$ cat src/rtl/fmul_pkg.sv
package fmul_pkg;
  // Per-stage load strobes from control to datapath
  typedef struct packed {
    logic ldMul;
    logic ldNorm;
    logic ldPack;
  } stageStrb_t;
endpackage

$ cat src/rtl/fmul_ctrl.sv
module fmul_ctrl
  import fmul_pkg::*;
(
  input  logic       clk,
  input  logic       rstN,
  input  logic       validIn,
  output stageStrb_t strb,
  output logic       validOut
);
  logic vMul, vNorm, vPack;

  always_ff @(posedge clk or negedge rstN) begin
    if (!rstN) begin
      vMul  <= 1'b0;
      vNorm <= 1'b0;
      vPack <= 1'b0;
    end else begin
      vMul  <= validIn;
      vNorm <= vMul;
      vPack <= vNorm;
    end
  end

  always_comb begin
    strb.ldMul  = validIn;
    strb.ldNorm = vMul;
    strb.ldPack = vNorm;
  end

  assign validOut = vPack;
endmodule

$ cat src/rtl/fmul_dp.sv
module fmul_dp
  import fmul_pkg::*;
#(
  parameter int EXP_W  = 8,
  parameter int FRAC_W = 23
) (
  input  logic                          clk,
  input  logic                          rstN,
  input  stageStrb_t                    strb,
  input  logic [EXP_W+FRAC_W:0]         opA,
  input  logic [EXP_W+FRAC_W:0]         opB,
  output logic [EXP_W+FRAC_W:0]         result,
  output logic [2*(FRAC_W+1)-1:0]       sigProd,
  output logic                          ovfFlag,
  output logic                          unfFlag
);
  localparam int W      = 1 + EXP_W + FRAC_W;
  localparam int SIG_W  = FRAC_W + 1;
  localparam int PROD_W = 2 * SIG_W;
  localparam int XW     = EXP_W + 2;
  localparam logic signed [XW-1:0] BIAS_X  = XW'((1 << (EXP_W - 1)) - 1);
  localparam logic signed [XW-1:0] EXP_TOP = XW'((1 << EXP_W) - 1);
  localparam logic signed [XW-1:0] EXP_ONE = XW'(1);
  localparam logic [W-1:0] QNAN = {1'b0, {EXP_W{1'b1}}, 1'b1, {(FRAC_W-1){1'b0}}};

  // ---------------- stage 1: sign, exponent sum, significand product
  logic [EXP_W-1:0]        expA, expB;
  logic                    inSpecial, inZero;
  logic signed [XW-1:0]    expSum;
  logic [PROD_W-1:0]       rawProd;

  assign expA      = opA[W-2 -: EXP_W];
  assign expB      = opB[W-2 -: EXP_W];
  assign inSpecial = (&expA) | (&expB);
  assign inZero    = (expA == '0) | (expB == '0);
  assign expSum    = $signed({2'b00, expA}) + $signed({2'b00, expB}) - BIAS_X;
  assign rawProd   = PROD_W'({1'b1, opA[FRAC_W-1:0]}) * PROD_W'({1'b1, opB[FRAC_W-1:0]});

  logic                 s1Sign, s1Special, s1Zero;
  logic signed [XW-1:0] s1Exp;
  logic [PROD_W-1:0]    s1Prod;

  always_ff @(posedge clk or negedge rstN) begin
    if (!rstN) begin
      s1Sign <= 1'b0; s1Special <= 1'b0; s1Zero <= 1'b0;
      s1Exp  <= '0;   s1Prod    <= '0;
    end else if (strb.ldMul) begin
      s1Sign    <= opA[W-1] ^ opB[W-1];
      s1Special <= inSpecial;
      s1Zero    <= inZero;
      s1Exp     <= expSum;
      s1Prod    <= (inSpecial | inZero) ? '0 : rawProd;
    end
  end

  // ---------------- stage 2: one-step normalization
  logic                 carryUp;
  logic signed [XW-1:0] normExp;
  logic [PROD_W-1:0]    normProd;

  assign carryUp  = s1Prod[PROD_W-1];
  assign normProd = carryUp ? (s1Prod >> 1) : s1Prod;
  assign normExp  = s1Exp + $signed({{(XW-1){1'b0}}, carryUp});

  logic                 s2Sign, s2Special, s2Zero;
  logic signed [XW-1:0] s2Exp;
  logic [PROD_W-1:0]    s2Prod;

  always_ff @(posedge clk or negedge rstN) begin
    if (!rstN) begin
      s2Sign <= 1'b0; s2Special <= 1'b0; s2Zero <= 1'b0;
      s2Exp  <= '0;   s2Prod    <= '0;
    end else if (strb.ldNorm) begin
      s2Sign    <= s1Sign;
      s2Special <= s1Special;
      s2Zero    <= s1Zero;
      s2Exp     <= normExp;
      s2Prod    <= normProd;
    end
  end

  // ---------------- stage 3: range check, truncate and pack
  logic [W-1:0] packNext;
  logic         ovfNext, unfNext;

  always_comb begin
    ovfNext = 1'b0;
    unfNext = 1'b0;
    if (s2Special) begin
      packNext = QNAN;
    end else if (s2Zero || (s2Exp < EXP_ONE)) begin
      packNext = {s2Sign, {(W-1){1'b0}}};
      unfNext  = 1'b1;
    end else if (s2Exp >= EXP_TOP) begin
      packNext = {s2Sign, {EXP_W{1'b1}}, {FRAC_W{1'b0}}};
      ovfNext  = 1'b1;
    end else begin
      packNext = {s2Sign, s2Exp[EXP_W-1:0], s2Prod[PROD_W-3 -: FRAC_W]};
    end
  end

  always_ff @(posedge clk or negedge rstN) begin
    if (!rstN) begin
      result  <= '0;
      sigProd <= '0;
      ovfFlag <= 1'b0;
      unfFlag <= 1'b0;
    end else if (strb.ldPack) begin
      result  <= packNext;
      sigProd <= s2Prod;
      ovfFlag <= ovfNext;
      unfFlag <= unfNext;
    end
  end
endmodule

$ cat src/rtl/fmul_trunc.sv
module fmul_trunc #(
  parameter int EXP_W  = 8,
  parameter int FRAC_W = 23
) (
  input  logic                          clk,
  input  logic                          rstN,
  input  logic                          validIn,
  input  logic [EXP_W+FRAC_W:0]         opA,
  input  logic [EXP_W+FRAC_W:0]         opB,
  output logic                          validOut,
  output logic [EXP_W+FRAC_W:0]         result,
  output logic [2*(FRAC_W+1)-1:0]       sigProd,
  output logic                          ovfFlag,
  output logic                          unfFlag
);
  fmul_pkg::stageStrb_t strb;

  fmul_ctrl u_ctrl (
    .clk      (clk),
    .rstN     (rstN),
    .validIn  (validIn),
    .strb     (strb),
    .validOut (validOut)
  );

  fmul_dp #(.EXP_W(EXP_W), .FRAC_W(FRAC_W)) u_dp (
    .clk     (clk),
    .rstN    (rstN),
    .strb    (strb),
    .opA     (opA),
    .opB     (opB),
    .result  (result),
    .sigProd (sigProd),
    .ovfFlag (ovfFlag),
    .unfFlag (unfFlag)
  );
endmodule

$ cat config.mk
export PLATFORM = sky130hd
export DESIGN_NAME = fmul_trunc
export DESIGN_NICKNAME = d
export VERILOG_FILES = /design/src/rtl/fmul_pkg.sv /design/src/rtl/fmul_ctrl.sv /design/src/rtl/fmul_dp.sv /design/src/rtl/fmul_trunc.sv
export SDC_FILE = /design/constraint.sdc
export NUM_CORES = 2
export LEC_CHECK = 0
export BUFFER_PORTS_ARGS = -buffer_cell sky130_fd_sc_hd__buf_4
export CORE_ASPECT_RATIO = 0.6
export CORE_UTILIZATION = 45
export DETAILED_ROUTE_END_ITERATION = 8
export PLACE_DENSITY_LB_ADDON = 0.12
export SKIP_CTS_REPAIR_TIMING = 1
export SLEW_MARGIN = 20
export SYNTH_ARGS = -nofsm -noshare
export SYNTH_HDL_FRONTEND = slang
export SYNTH_SLANG_ARGS = --single-unit
$ cat constraint.sdc
create_clock -name clk -period 3.2 [get_ports clk]
set_input_delay 0.64 -clock clk [delete_from_list [all_inputs] [get_ports clk]]
set_output_delay 0.64 -clock clk [all_outputs]
set_load 0.005 [all_outputs]
# ---- Yosys cells after proc, flatten, opt, wreduce, memory -nomap -nowiden
# Cells that the tools add are included.
dict set report word_totals {
  latchBits 0
  word_cells 42
  in_bits 67
  out_inout_bits 83
  regBits 207
  mem_bits_ro 0
  ram_bits 0
  memories 0
}
dict set report classes {
  n_shift 0
  addsub 3
  n_lt_le_gt_ge 2
  n_mul 1
  reduce_logical 5
  n_eq_ne 0
  n_div 0
  muxes 10
  bitwise_logic 4
}
# cell count
set ops {}
lappend ops {{two-way mux 31 bit} 2}
lappend ops {{multiplier 24 x 24 -> 48 bit} 1}
lappend ops {{two-way mux 48 bit} 1}
lappend ops {{two-way mux 47 bit} 1}
lappend ops {{two-way mux 32 bit} 1}
lappend ops {{zero test 8 bit} 2}
lappend ops {{AND reduction 8 bit} 2}
lappend ops {{adder 10 x 2 -> 10 bit} 1}
lappend ops {{greater-or-equal comparator 10 x 9 -> 1 bit, second input constant} 1}
lappend ops {{< comparator 10 x 2 -> 1 bit, second input constant} 1}
lappend ops {{subtractor 10 x 8 -> 10 bit, second input constant} 1}
lappend ops {{adder 8 x 8 -> 9 bit} 1}
lappend ops {{two-way mux 1 bit} 5}
lappend ops {{bitwise OR 1 bit} 3}
lappend ops {{logical OR 1 bit} 1}
lappend ops {{bitwise XOR 1 bit} 1}

# ---- Logic depth before layout (Yosys ltp)
dict set report depth {
  depth_word 4
  mapped_depth 27
  mapped_depth_nobuf 25
}

# ---- By module
# A second synthesis with hierarchy kept.
dict set report unflattened {
  cells_unflattened 2834
  area_unflattened_um2 27358.7
}
# module seq_area_each_um2 cells_each instances area_per_inst_um2
set by_module_without_submodules {}
lappend by_module_without_submodules {fmul_dp 5054.8 2828 1 27261.1}
lappend by_module_without_submodules {fmul_ctrl 75.1 6 1 97.6}

# ---- Least setup slack after synthesis
# No wires, ideal clock.
dict set report synth_path {
  kind {input -> register}
  start {in opB[12]}
  end {reg u_dp.s1Prod[44]}
  arrival_ps 6732
  path_buffers 2
  setup_slack_ps -3653
  path_stages 25
  cell_sequence {clkbuf_1 -> clkbuf_1 -> nand2_1 -> fa_1 -> inv_1 -> fa_1 -> inv_1 -> fa_1 -> inv_1 -> fa_1 -> fa_1 -> fa_1 -> inv_1 -> fa_1 -> inv_1 -> ha_1 -> nand2_1 -> nor2_1 -> a31oi_1 -> or3_1 -> a31oi_2 -> nor2_2 -> o311ai_2 -> xor2_1 -> a22o_1}
}
dict set report synth_via {
  elab_chain_len 2
}
# item line_no
set synth_lines {}
lappend synth_lines {{start: declaration} fmul_trunc.sv:9} ;# input logic [EXP_W+FRAC_W:0] opB,
lappend synth_lines {{multiplier 24 x 24 -> 48 bit} fmul_dp.sv:37} ;# assign rawProd = PROD_W'({1'b1, opA[FRAC_W-1:0]}) * PROD_W'({1'b1, opB[FRAC_W-1:0]});
lappend synth_lines {{two-way mux 48 bit} fmul_dp.sv:52} ;# s1Prod <= (inSpecial | inZero) ? '0 : rawProd;
lappend synth_lines {{end signal: assignment} fmul_dp.sv:52}
lappend synth_lines {{end: declaration} fmul_dp.sv:41} ;# logic [PROD_W-1:0] s1Prod;
# Every way passes these cells.
# A chain may end at the register's enable or synchronous reset.

# ---- Worst setup path in the final report
dict set report layout_path {
  start {in opA[12]}
  end {reg u_dp.s1Prod[46]}
}
dict set report layout_via {
  elab_chain_len 2
}
# item line_no
set layout_lines {}
lappend layout_lines {{start: declaration} fmul_trunc.sv:8} ;# input logic [EXP_W+FRAC_W:0] opA,
lappend layout_lines {{multiplier 24 x 24 -> 48 bit} fmul_dp.sv:37}
lappend layout_lines {{two-way mux 48 bit} fmul_dp.sv:52}
# Every way passes these cells.

==> impl_metrics.yaml <==
synthesis:
  synth_cells: 2865
  synth_edf_count: 0
  yosysUniqueCellTypes: 73
  ys.flop_type: "dfrtp_1"
  ys_ff_latch: 205
  syn_nets: 3599
  syn-cell-area_um2: 27400
  syn_area_per_cell_um2: 9.57
  ys_warn_count: 0
  synth_seq_area_share_pct: 18.7
  async_flop_share_pct: 100
timing:
  setup_viol: 43
  finalCritPeriodShare_pct: 200
  worstMarginPinSlew_ns: 0.911
  hold_viol_final: 0
  worst_slack_ns: -3.19
  tns_ns: -111.08
  period_minus_slack_ns: 6.39
  max_freq_mhz: 157
  slew_viol_final: 0
  slew_headroom_pct: 39.3
  rsz0062_at_grt: "true"
  skew_ns: 0.0109
cells_and_area:
  finish.net_count: 3973
  n_fill_cell: 5147
  drive_above_1_share_pct: 28.1
  diodes: 0
  regArea_um2: 5140
  area_growth_pct: 26.3
  multi_input_area_um2: 20900
floorplan:
  die_x_um: 321
  io_pins: 150
  dieHeight_um: 193
  num_rows: 69
  start_util_pct: 46.0
  coreArea_um2: 59700
  die-area_um2: 61900
setup_path:
  crit_fanout: 12
  reg2reg_slack_ns: 0.91
  cp.required_ns: 3.57
  cp-start-kind: "input port"
  arrival_ns: 6.76
  cpMaxStageDelayCell: "fa_1"
  crit_path_end_kind: "flip-flop"
  r2r_end: "u_dp.result[12]"
  startpoint: "opA[12]"
  critPathMaxStageDelay_ns: 0.58
  path_delay_family: "adder cells"
  reg2regPathDepth: 5
  r2r-start: "u_dp.s2Exp[3]"
  crit_type: "input port to flip-flop"
  cp.buffers_inverters: 7
drt:
  drt_wl_total_um: 74200
  vias: 20645
  drtPass1Iterations: 5
  drc: 0
  wl_met2_um: 33200
  highest-signal-layer: "met4"
  ant_nets: 0
  drt_iter0_drc: 1092
  via_per_inst: 5.08
  avgRoutedWirePerCell_um: 18.3
  route.met3.wl_um: 4630
  met1_length_um: 35900
status:
  violations: "setup timing"
  status: "finished, violations left"
clock_tree:
  ctsLongestPathBuffers: 3
  numCtsBuffers: 17
  cts_max_level: 1
  cts_tree: "done"
  clock-root-buffer: "clkbuf_16"
  clkTransAtPathRegs_ns: 0.07
  clkLatencyLatePin_ns: 0.48
  clock_sinks: 205
placement:
  place_congestion: 0.905
  hpwl_um: 62100
  io_buffer_count: 148
global_routing:
  overflow: 0
  grt_antenna_before_repair: 1
  grt_pass1_wl_um: 118000
  grt_start_max_net_pins: 117
  grt_pass1_vias: 21621
  grt_usage_pct: 24.0
job:
  max_cap_violations: 0
min_path:
  hold_class: "input port to async pin"
-- sequential cells by signal, indices dropped and copies added (netlist names), 10 cells and up --
name          flops
u_dp.sigProd     47
u_dp.s2Exp       10
u_dp.s1Prod      48
u_dp.s1Exp       10
u_dp.s2Prod      47
u_dp.result      32
-- worst register-to-register path: cells and delay by family, from the launching register on --
family	cells	cell delay, ns
DFF	1	0.41
and+or+nand+nor	3	1.09
AOI/OAI and AO/OA	2	0.71
-- final cells by class --
cell class	instances	share of cell area [%]
Timing Repair Buffer	505	13.5
Clock inverter	2	0.0470
Sequential cell	205	14.8
Multi-Input combinational cell	1902	60.5
Clock buffer	25	1.46
Inverter	608	6.73
Tap cell	816	2.95
-- cell families (layout without fill, tap and decap cells) --
kind of cell | Yosys count | after routing | share of synthesized area [%]
xor gates and xnor gates | 59 | 59 | 1.89
muxes | 104 | 104 | 4.05
DFF | 205 | 205 | 18.7
buffers and inverters | 758 | 1140 | 10.5
other | 1 | 1 | 0.0137
and+or+nand+nor | 763 | 763 | 13.6
adders and majority gates | 667 | 667 | 43.7
AOI/OAI and AO/OA | 308 | 308 | 7.65
-- how the worst max path moves through the flow --
stage / cells after the start / to / slack [ns]
final: 25 / u_dp.s1Prod[46] / -3.19
after detailed placement: 25 / u_dp.s1Prod[46] / -3.94
after global routing: 23 / u_dp.s1Prod[46] / -3.38
after floorplan: 24 / u_dp.s1Prod[45] / -3.38
after CTS: 25 / u_dp.s1Prod[46] / -3.46
after global placement: 25 / u_dp.s1Prod[46] / -3.83
-- routing by layer --
metal | up-vias | global-route usage [%]
met5 | - | 0
met4 | 0 | 1.80
met3 | 49 | 4.03
met2 | 468 | 36.6
met1 | 10625 | 37.2
li1 | 9503 | -
-- per-stage QoR --
stage | cell area, µm² | hold WS (ns) | std cells | setup WS (ns) | utilization, %
floorplan | 28500 | 0.344 | 2865 | -3.38 | -
global placement | 32200 | 0.473 | 4004 | -3.83 | 54.0
detailed placement | 32200 | 0.490 | 4004 | -3.94 | 54.0
CTS | 32700 | 0.107 | 4031 | -3.46 | 54.8
global route | 34600 | 0.119 | 4063 | -3.38 | 58.0
finish | 34600 | 0.103 | 4063 | -3.19 | 58.0
-- placed cells by master, fill, tap and decap left out, types with 38 or more instances in the layout --
cell     instances
inv_1          551
fa_1           456
buf_4          381
nand2_1        276
and2_1         213
dfrtp_1        202
ha_1           141
nor2_1         107
a21oi_1         87
buf_6           70
mux2_2          56
mux2i_1         48
inv_2           45
a22o_1          45
and2_4          39
ha_4            38
buf_12          38
-- cell usage after synthesis (all sizes together) (13+ instances only) --
master | number | area [µm²]
mux2i | 48 | 480
a22o | 45 | 394
nand4 | 22 | 138
xnor2 | 38 | 333
xor2 | 21 | 184
inv | 605 | 2270
and2 | 252 | 1580
nor2 | 127 | 479
clkbuf | 137 | 515
buf | 13 | 67.6
a21o | 21 | 158
nand2 | 300 | 1130
a21oi | 124 | 639
dfrtp | 205 | 5130
fa | 483 | 9670
nand3 | 17 | 90.1
mux2 | 56 | 631
o21ai | 46 | 238
ha | 184 | 2300
Power is left out: the tool's default activity adds up to more than one toggle a clock period on the data nets, which glitch-free logic cannot reach.
